### src/rtl/adcs_pkg.sv
package adcs_pkg;

    typedef enum logic [2:0] {
        ST_IDLE,
        ST_WAKE,
        ST_PULSE,
        ST_WAIT,
        ST_READ,
        ST_GUARD
    } seq_state_e;

    // Converts nanoseconds to whole clock cycles, rounding up, never zero.
    function automatic int unsigned ns_to_cyc(int unsigned ns, int unsigned mhz);
        int unsigned c;
        c = (ns * mhz + 999) / 1000;
        return (c == 0) ? 1 : c;
    endfunction

    function automatic int unsigned max2(int unsigned a, int unsigned b);
        return (a > b) ? a : b;
    endfunction

    // Bits needed to hold the values 0..maxv.
    function automatic int unsigned cnt_width(int unsigned maxv);
        return (maxv < 2) ? 1 : $clog2(maxv + 1);
    endfunction

endpackage

### src/rtl/adcs_sync.sv
module adcs_sync #(
    parameter int unsigned STAGES = 2
) (
    input  logic clk,
    input  logic rst,
    input  logic d_i,
    output logic q_o
);
    logic [STAGES-1:0] chain;

    generate
        if (STAGES == 1) begin : g_single
            always_ff @(posedge clk) begin
                if (rst) chain <= '0;
                else     chain <= d_i;
            end
        end else begin : g_multi
            always_ff @(posedge clk) begin
                if (rst) chain <= '0;
                else     chain <= {chain[STAGES-2:0], d_i};
            end
        end
    endgenerate

    assign q_o = chain[STAGES-1];
endmodule

### src/rtl/adcs_req_hold.sv
module adcs_req_hold (
    input  logic clk,
    input  logic rst,
    input  logic req_i,
    input  logic take_i,
    output logic go_o
);
    logic pend_q;

    always_ff @(posedge clk) begin
        if (rst)         pend_q <= 1'b0;
        else if (take_i) pend_q <= 1'b0;
        else if (req_i)  pend_q <= 1'b1;
    end

    assign go_o = req_i | pend_q;
endmodule

### src/rtl/adcs_strobe_fsm.sv
module adcs_strobe_fsm
    import adcs_pkg::*;
#(
    parameter int unsigned STRB_CYC     = 4,
    parameter int unsigned WAKE_CYC     = 600,
    parameter int unsigned GUARD_CYC    = 40,
    parameter int unsigned TO_FAST_CYC  = 1000,
    parameter int unsigned TO_SLEEP_CYC = 2000
) (
    input  logic clk,
    input  logic rst,
    input  logic go_i,
    input  logic sleep_i,
    input  logic busy_i,
    input  logic rd_done_i,
    output logic take_o,
    output logic convst_o,
    output logic rd_start_o,
    output logic err_o
);
    localparam int unsigned CMAX = max2(max2(STRB_CYC, WAKE_CYC), GUARD_CYC);
    localparam int unsigned CW   = cnt_width(CMAX);
    localparam int unsigned TW   = cnt_width(max2(TO_FAST_CYC, TO_SLEEP_CYC));
    localparam logic [CW-1:0] STRB_LD  = CW'(STRB_CYC - 1);
    localparam logic [CW-1:0] WAKE_LD  = CW'(WAKE_CYC - 1);
    localparam logic [CW-1:0] GUARD_LD = CW'(GUARD_CYC - 1);
    localparam logic [TW-1:0] TO_F_END = TW'(TO_FAST_CYC - 1);
    localparam logic [TW-1:0] TO_S_END = TW'(TO_SLEEP_CYC - 1);

    seq_state_e    state;
    logic [CW-1:0] cnt;
    logic [TW-1:0] to_cnt;
    logic          seen, cur_sleep, convst_q, err_q, rd_start_q;
    logic [TW-1:0] to_end;

    assign to_end = cur_sleep ? TO_S_END : TO_F_END;
    assign take_o = (state == ST_IDLE) && go_i;

    always_ff @(posedge clk) begin
        if (rst) begin
            state      <= ST_IDLE;
            cnt        <= '0;
            to_cnt     <= '0;
            seen       <= 1'b0;
            cur_sleep  <= 1'b0;
            convst_q   <= 1'b1;
            err_q      <= 1'b0;
            rd_start_q <= 1'b0;
        end else begin
            err_q      <= 1'b0;
            rd_start_q <= 1'b0;
            case (state)
                ST_IDLE: begin
                    if (go_i) begin
                        cur_sleep <= sleep_i;
                        if (convst_q) begin
                            convst_q <= 1'b0;
                            cnt      <= STRB_LD;
                            to_cnt   <= '0;
                            seen     <= 1'b0;
                            state    <= ST_PULSE;
                        end else begin
                            convst_q <= 1'b1;
                            cnt      <= WAKE_LD;
                            state    <= ST_WAKE;
                        end
                    end
                end
                ST_WAKE: begin
                    if (cnt == '0) begin
                        convst_q <= 1'b0;
                        cnt      <= STRB_LD;
                        to_cnt   <= '0;
                        seen     <= 1'b0;
                        state    <= ST_PULSE;
                    end else begin
                        cnt <= cnt - 1'b1;
                    end
                end
                ST_PULSE: begin
                    to_cnt <= to_cnt + 1'b1;
                    if (busy_i) seen <= 1'b1;
                    if (cnt == '0) begin
                        convst_q <= ~cur_sleep;
                        state    <= ST_WAIT;
                    end else begin
                        cnt <= cnt - 1'b1;
                    end
                end
                ST_WAIT: begin
                    to_cnt <= to_cnt + 1'b1;
                    if (busy_i) seen <= 1'b1;
                    if (seen && !busy_i) begin
                        rd_start_q <= 1'b1;
                        state      <= ST_READ;
                    end else if (to_cnt == to_end) begin
                        err_q <= 1'b1;
                        cnt   <= GUARD_LD;
                        state <= ST_GUARD;
                    end
                end
                ST_READ: begin
                    if (rd_done_i) begin
                        cnt   <= GUARD_LD;
                        state <= ST_GUARD;
                    end
                end
                ST_GUARD: begin
                    if (cnt == '0) state <= ST_IDLE;
                    else           cnt   <= cnt - 1'b1;
                end
                default: state <= ST_IDLE;
            endcase
        end
    end

    assign convst_o   = convst_q;
    assign rd_start_o = rd_start_q;
    assign err_o      = err_q;

    AST_IDLE_STROBE_HOLD: assert property (@(posedge clk) disable iff (rst)
        (state == ST_IDLE && !go_i) |=> $stable(convst_q));
    AST_FAST_STROBE_HIGH: assert property (@(posedge clk) disable iff (rst)
        (state == ST_WAIT && !cur_sleep) |-> convst_q);
    AST_SLEEP_STROBE_LOW: assert property (@(posedge clk) disable iff (rst)
        (state == ST_WAIT && cur_sleep) |-> !convst_q);
    AST_READ_AFTER_BUSY: assert property (@(posedge clk) disable iff (rst)
        rd_start_q |-> (seen && !busy_i) || $past(seen));
endmodule

### src/rtl/adcs_serial_rx.sv
module adcs_serial_rx
    import adcs_pkg::*;
#(
    parameter int unsigned FRAME_BITS = 16,
    parameter int unsigned DATA_BITS  = 12,
    parameter int unsigned HALF_CYC   = 5
) (
    input  logic                 clk,
    input  logic                 rst,
    input  logic                 start_i,
    input  logic                 sdata_i,
    output logic                 sclk_o,
    output logic [DATA_BITS-1:0] data_o,
    output logic                 valid_o
);
    localparam int unsigned BW = cnt_width(FRAME_BITS - 1);
    localparam int unsigned HW = cnt_width(HALF_CYC - 1);
    localparam logic [BW-1:0] LAST_BIT = BW'(FRAME_BITS - 1);
    localparam logic [HW-1:0] HALF_LD  = HW'(HALF_CYC - 1);

    logic                 active, sclk_q, valid_q;
    logic [BW-1:0]        bit_cnt;
    logic [HW-1:0]        ph_cnt;
    logic [DATA_BITS-1:0] shreg, data_q;

    always_ff @(posedge clk) begin
        if (rst) begin
            active  <= 1'b0;
            sclk_q  <= 1'b0;
            valid_q <= 1'b0;
            bit_cnt <= '0;
            ph_cnt  <= '0;
            shreg   <= '0;
            data_q  <= '0;
        end else begin
            valid_q <= 1'b0;
            if (!active) begin
                if (start_i) begin
                    active  <= 1'b1;
                    sclk_q  <= 1'b1;
                    ph_cnt  <= HALF_LD;
                    bit_cnt <= '0;
                end
            end else if (ph_cnt != '0) begin
                ph_cnt <= ph_cnt - 1'b1;
            end else if (sclk_q) begin
                // falling edge: capture one bit, MSB first
                sclk_q <= 1'b0;
                ph_cnt <= HALF_LD;
                shreg  <= {shreg[DATA_BITS-2:0], sdata_i};
                if (bit_cnt == LAST_BIT) begin
                    active  <= 1'b0;
                    data_q  <= {shreg[DATA_BITS-2:0], sdata_i};
                    valid_q <= 1'b1;
                end
            end else begin
                sclk_q  <= 1'b1;
                ph_cnt  <= HALF_LD;
                bit_cnt <= bit_cnt + 1'b1;
            end
        end
    end

    assign sclk_o  = sclk_q;
    assign data_o  = data_q;
    assign valid_o = valid_q;

    AST_VALID_SINGLE: assert property (@(posedge clk) disable iff (rst)
        valid_q |=> !valid_q);
    AST_SCLK_IN_FRAME: assert property (@(posedge clk) disable iff (rst)
        sclk_q |-> active);
    AST_START_WHEN_IDLE: assert property (@(posedge clk) disable iff (rst)
        start_i |-> !active);
endmodule

### src/rtl/adc_conv_sequencer.sv
module adc_conv_sequencer
    import adcs_pkg::*;
#(
    parameter int unsigned CLK_MHZ     = 100,
    parameter int unsigned STRB_NS     = 40,
    parameter int unsigned WAKE_NS     = 6000,
    parameter int unsigned GUARD_NS    = 400,
    parameter int unsigned SCLK_NS     = 100,
    parameter int unsigned TO_FAST_NS  = 10000,
    parameter int unsigned TO_SLEEP_NS = 20000,
    parameter int unsigned FRAME_BITS  = 16,
    parameter int unsigned DATA_BITS   = 12,
    parameter int unsigned SYNC_STAGES = 2
) (
    input  logic                 clk,
    input  logic                 rst,
    input  logic                 req_i,
    input  logic                 sleep_mode_i,
    input  logic                 busy_i,
    input  logic                 sdata_i,
    output logic                 convst_o,
    output logic                 sclk_o,
    output logic [DATA_BITS-1:0] result_o,
    output logic                 result_valid_o,
    output logic                 timeout_err_o
);
    localparam int unsigned STRB_CYC     = ns_to_cyc(STRB_NS, CLK_MHZ);
    localparam int unsigned WAKE_CYC     = ns_to_cyc(WAKE_NS, CLK_MHZ);
    localparam int unsigned GUARD_CYC    = ns_to_cyc(GUARD_NS, CLK_MHZ);
    localparam int unsigned TO_FAST_CYC  = ns_to_cyc(TO_FAST_NS, CLK_MHZ);
    localparam int unsigned TO_SLEEP_CYC = ns_to_cyc(TO_SLEEP_NS, CLK_MHZ);
    localparam int unsigned HALF_CYC     = max2(1, ns_to_cyc(SCLK_NS, CLK_MHZ) / 2);

    logic busy_s, go, take, rd_start, rd_done;

    adcs_sync #(.STAGES(SYNC_STAGES)) u_busy_sync (
        .clk (clk),
        .rst (rst),
        .d_i (busy_i),
        .q_o (busy_s)
    );

    adcs_req_hold u_req (
        .clk    (clk),
        .rst    (rst),
        .req_i  (req_i),
        .take_i (take),
        .go_o   (go)
    );

    adcs_strobe_fsm #(
        .STRB_CYC     (STRB_CYC),
        .WAKE_CYC     (WAKE_CYC),
        .GUARD_CYC    (GUARD_CYC),
        .TO_FAST_CYC  (TO_FAST_CYC),
        .TO_SLEEP_CYC (TO_SLEEP_CYC)
    ) u_fsm (
        .clk        (clk),
        .rst        (rst),
        .go_i       (go),
        .sleep_i    (sleep_mode_i),
        .busy_i     (busy_s),
        .rd_done_i  (rd_done),
        .take_o     (take),
        .convst_o   (convst_o),
        .rd_start_o (rd_start),
        .err_o      (timeout_err_o)
    );

    adcs_serial_rx #(
        .FRAME_BITS (FRAME_BITS),
        .DATA_BITS  (DATA_BITS),
        .HALF_CYC   (HALF_CYC)
    ) u_rx (
        .clk     (clk),
        .rst     (rst),
        .start_i (rd_start),
        .sdata_i (sdata_i),
        .sclk_o  (sclk_o),
        .data_o  (result_o),
        .valid_o (rd_done)
    );

    assign result_valid_o = rd_done;

    AST_ERR_EXCLUDES_VALID: assert property (@(posedge clk) disable iff (rst)
        !(timeout_err_o && result_valid_o));
endmodule

### config.mk
export PLATFORM = sky130hd
export DESIGN_NAME = adc_conv_sequencer
export DESIGN_NICKNAME = d
export VERILOG_FILES = /design/src/rtl/adcs_pkg.sv /design/src/rtl/adcs_sync.sv /design/src/rtl/adcs_req_hold.sv /design/src/rtl/adcs_strobe_fsm.sv /design/src/rtl/adcs_serial_rx.sv /design/src/rtl/adc_conv_sequencer.sv
export SDC_FILE = /design/constraint.sdc
export NUM_CORES = 1
export LEC_CHECK = 0
export ABC_CLOCK_PERIOD_IN_PS = 4100
export BUFFER_PORTS_ARGS = -buffer_cell sky130_fd_sc_hd__buf_2
export CAP_MARGIN = 0
export CORE_MARGIN = 5
export CORE_UTILIZATION = 45
export CTS_BUF_LIST = sky130_fd_sc_hd__clkbuf_2 sky130_fd_sc_hd__clkbuf_4 sky130_fd_sc_hd__clkbuf_8
export DETAILED_ROUTE_END_ITERATION = 16
export RECOVER_POWER = 50
export SYNTH_ARGS = -nofsm -noshare
export SYNTH_HDL_FRONTEND = slang
export SYNTH_SLANG_ARGS = --single-unit
### constraint.sdc
create_clock -name clk -period 4.1 [get_ports clk]
set_input_delay 0.205 -clock clk [delete_from_list [all_inputs] [get_ports clk]]
set_output_delay 0.205 -clock clk [all_outputs]
set_load 0.05 [all_outputs]
==> run_results.csv <==
group,metric,value,unit
run_status,status,"finished, violations left",
run_status,violations,"capacitance limit, slew limit",
grt,grt_pass1_wl,11.0,mm
power,total_leakage_power,0.00118,uW
placement,dp_hpwl,4.26,mm
placement,io_buffers,21,
placement,gp_congestion,0.864,
setup_path,cp.required,4.24,ns
routing,wl_per_cell,14.2,um
cts,clkSinkCount,65,
floorplanning,start_util,0.455,
sta,hold_viol,0,
power,power,2060,uW
worst_hold_path,hold_class,"input port to flip-flop",
power,switchingPower,785,uW
synthesis,synth_area_per_cell,8.50,um^2
sta,fmax,367,MHz
floorplanning,die_h,92.2,um
sta,min_period,2.72,ns
sta,final.period_utilization,0.664,
power,switching_share,0.382,
sta,finalMaxSlewViolations,44,
synthesis,synth.distinct_cells,60,
setup_path,r2r-end,"u_fsm.cnt[3]$_SDFFE_PP0P_",
worst_hold_path,min_path_cells,2,
floorplanning,ios,22,
worst_hold_path,hp-start,"busy_i",
synthesis,synth-edff-count,0,
routing,first_pass_iters,4,
layout,final_common_cell,"dfxtp_1",
power,seq_power_share,0.390,
synthesis,syn_area,3040,um^2
synthesis,syn_nets,368,
sta,maxSlewHeadroom,-0.286,
cts,cts_buffers,9,
placement,post-place-ws,1.48,ns
setup_path,arrival,2.87,ns
setup_path,worst-path-max-fanout,43,
grt,antenna_found_initial,0,
cts,holdBufCountCts,0,
layout,antennaDiodeCount,0,
floorplanning,core_area,6680,um^2
flow_run,cap_violations,1,
layout,drive_above_1_share,0.0885,
grt,grt-ovfl-total,0,
grt,grt_max_degree,44,
cts,worstSkewPairLatency,0.34,ns
synthesis,seq_area_frac_synth,0.428,
routing,dr_total_vias,2568,
setup_path,ff2ff_path_depth,7,
sta,rsz0062_at_grt,"false",
setup_path,timing.rr.start,"u_fsm.cnt[0]$_SDFFE_PP0P_",
sta,fin_tns_setup,0,ns
layout,syn_to_final_growth,9.21,%
power,p_per_area,619,nW/um^2
cts,cts_tree,"done",
sta,setup-violations-final,0,
worst_hold_path,hold_end,"u_busy_sync.chain[0]$_SDFF_PP0_",
cts,cts_max_level,3,
synthesis,ys_warn_count,0,
routing,wl,6.43,mm
grt,first_global_vias,2331,
power,p_comb_frac,0.342,
setup_path,reg2reg_setup_slack,1.44,ns
cts,clkTransAtPathRegs,0.07,ns
cts,clockBufferDepth,2,
power,max-vdd-ir-drop,251,uV
synthesis,ys_async_sr_fraction,0,
cts,clk_root_buffer_cell,"clkbuf_8",
routing,vias_per_cell,5.67,
sta,worst_pin_slew,1.93,ns
sta,worst_slack,1.38,ns
sta,fin_skew,0.00894,ns
routing,dr.first_iter.drc_count,112,
floorplanning,row_count,30,
synthesis,synth_flop_cell,"dfxtp_1",
layout,fin_nets,378,
setup_path,worst_setup_path_start_kind,"input port",
sta,whs,0.0796,ns
synthesis,ys_ff_latch,65,
grt,track_usage,0.157,
power,intPower,1270,uW
power,clockPowerShare,0.268,
layout,final_cell_mix,"65 x dfxtp_1, 38 x nor2_1, 36 x nand2_1",
floorplanning,chipWidth,92.2,um
routing,ant_nets,0,
routing,drc_errors,0,
setup_path,crit_type,"input port to flip-flop",
setup_path,endpoint_kind,"flip-flop",
cts,post_cts_resized,0,
floorplanning,dieArea,8500,um^2
cts,post_cts_buffers,0,
synthesis,netlist_instances,358,
power groups by stage:
stage	clock, uW	combinational (uW)	sequential, uW
after floorplan	0	631	776
after global placement	0	698	812
after detailed placement	0	694	813
after CTS	566	698	799
after global routing	599	783	817
final	551	702	802
state kept, by name, indices dropped and copies added (netlist names), 2 cells and up:
name	count
u_fsm.state	3
u_rx.shreg	11
u_rx.bit_cnt	4
u_rx.ph_cnt	3
u_fsm.to_cnt	11
u_fsm.cnt	10
u_busy_sync.chain	2
u_rx.data_o	12
layout make-up:
class | count | area (um^2)
Fill cell | 659 | 3360
Inverter | 7 | 26.3
Clock buffer | 10 | 138
Sequential cell | 65 | 1300
Tap cell | 80 | 100
Multi-Input combinational cell | 262 | 1590
Clock inverter | 6 | 67.6
Timing Repair Buffer | 23 | 98.8
layer usage:
| layer | global-route usage | wire length (um) | up-vias |
|---|---|---|---|
| met5 | 0 | 0 | - |
| met4 | 0.0507 | 78 | 0 |
| met3 | 0.0451 | 258 | 8 |
| met2 | 0.240 | 2980 | 49 |
| met1 | 0.213 | 3110 | 1200 |
| li1 | - | - | 1311 |
worst max-delay path by stage:
stage                              start                   endpoint  slack, ns  depth (start not counted)
2_1_floorplan  u_fsm.cnt[0]$_SDFFE_PP0P_  u_fsm.cnt[4]$_SDFFE_PP0P_       1.90                          9
5_1_grt                              rst  u_fsm.cnt[9]$_SDFFE_PP0P_       1.11                          4
4_1_cts        u_fsm.cnt[0]$_SDFFE_PP0P_  u_fsm.cnt[3]$_SDFFE_PP0P_       1.48                          7
6_report                             rst  u_fsm.cnt[9]$_SDFFE_PP0P_       1.38                          4
3_5_place_dp   u_fsm.cnt[0]$_SDFFE_PP0P_  u_fsm.cnt[3]$_SDFFE_PP0P_       1.48                          7
3_3_place_gp   u_fsm.cnt[0]$_SDFFE_PP0P_  u_fsm.cnt[4]$_SDFFE_PP0P_       1.56                          7
cells in the mapped netlist (all sizes together) (6+ instances only):
cell / number / share of area
clkbuf: 19 / 0.027
nor2b: 9 / 0.019
xor2: 12 / 0.035
dfxtp: 65 / 0.43
nor3: 18 / 0.030
inv: 6 / 0.0074
nor2: 39 / 0.051
nand2: 36 / 0.044
nand4: 6 / 0.012
a21oi: 32 / 0.053
nand3: 17 / 0.028
a22o: 12 / 0.035
critical path, stage by stage:
cell and delay (ns):
clkbuf_1 1.36, clkinv_1 0.83, o311ai_0 0.33, o41ai_1 0.12
kinds of logic after synthesis:
group,after synthesis,synth area share
buf+inv,31,0.0494
fa+ha+maj,4,0.0165
simple gates,154,0.255
flops,65,0.428
compound gates,88,0.203
mux,4,0.0132
xor+xnor,12,0.0346
per-stage QoR:
stage                util  instance area, um^2  instances
finish              0.497                 3320        453
global route        0.497                 3320        453
CTS                 0.500                 3340        453
detailed placement  0.470                 3140        437
global placement    0.470                 3140        437
floorplan               -                 3040        358
(Power assumes the default switching activity.)
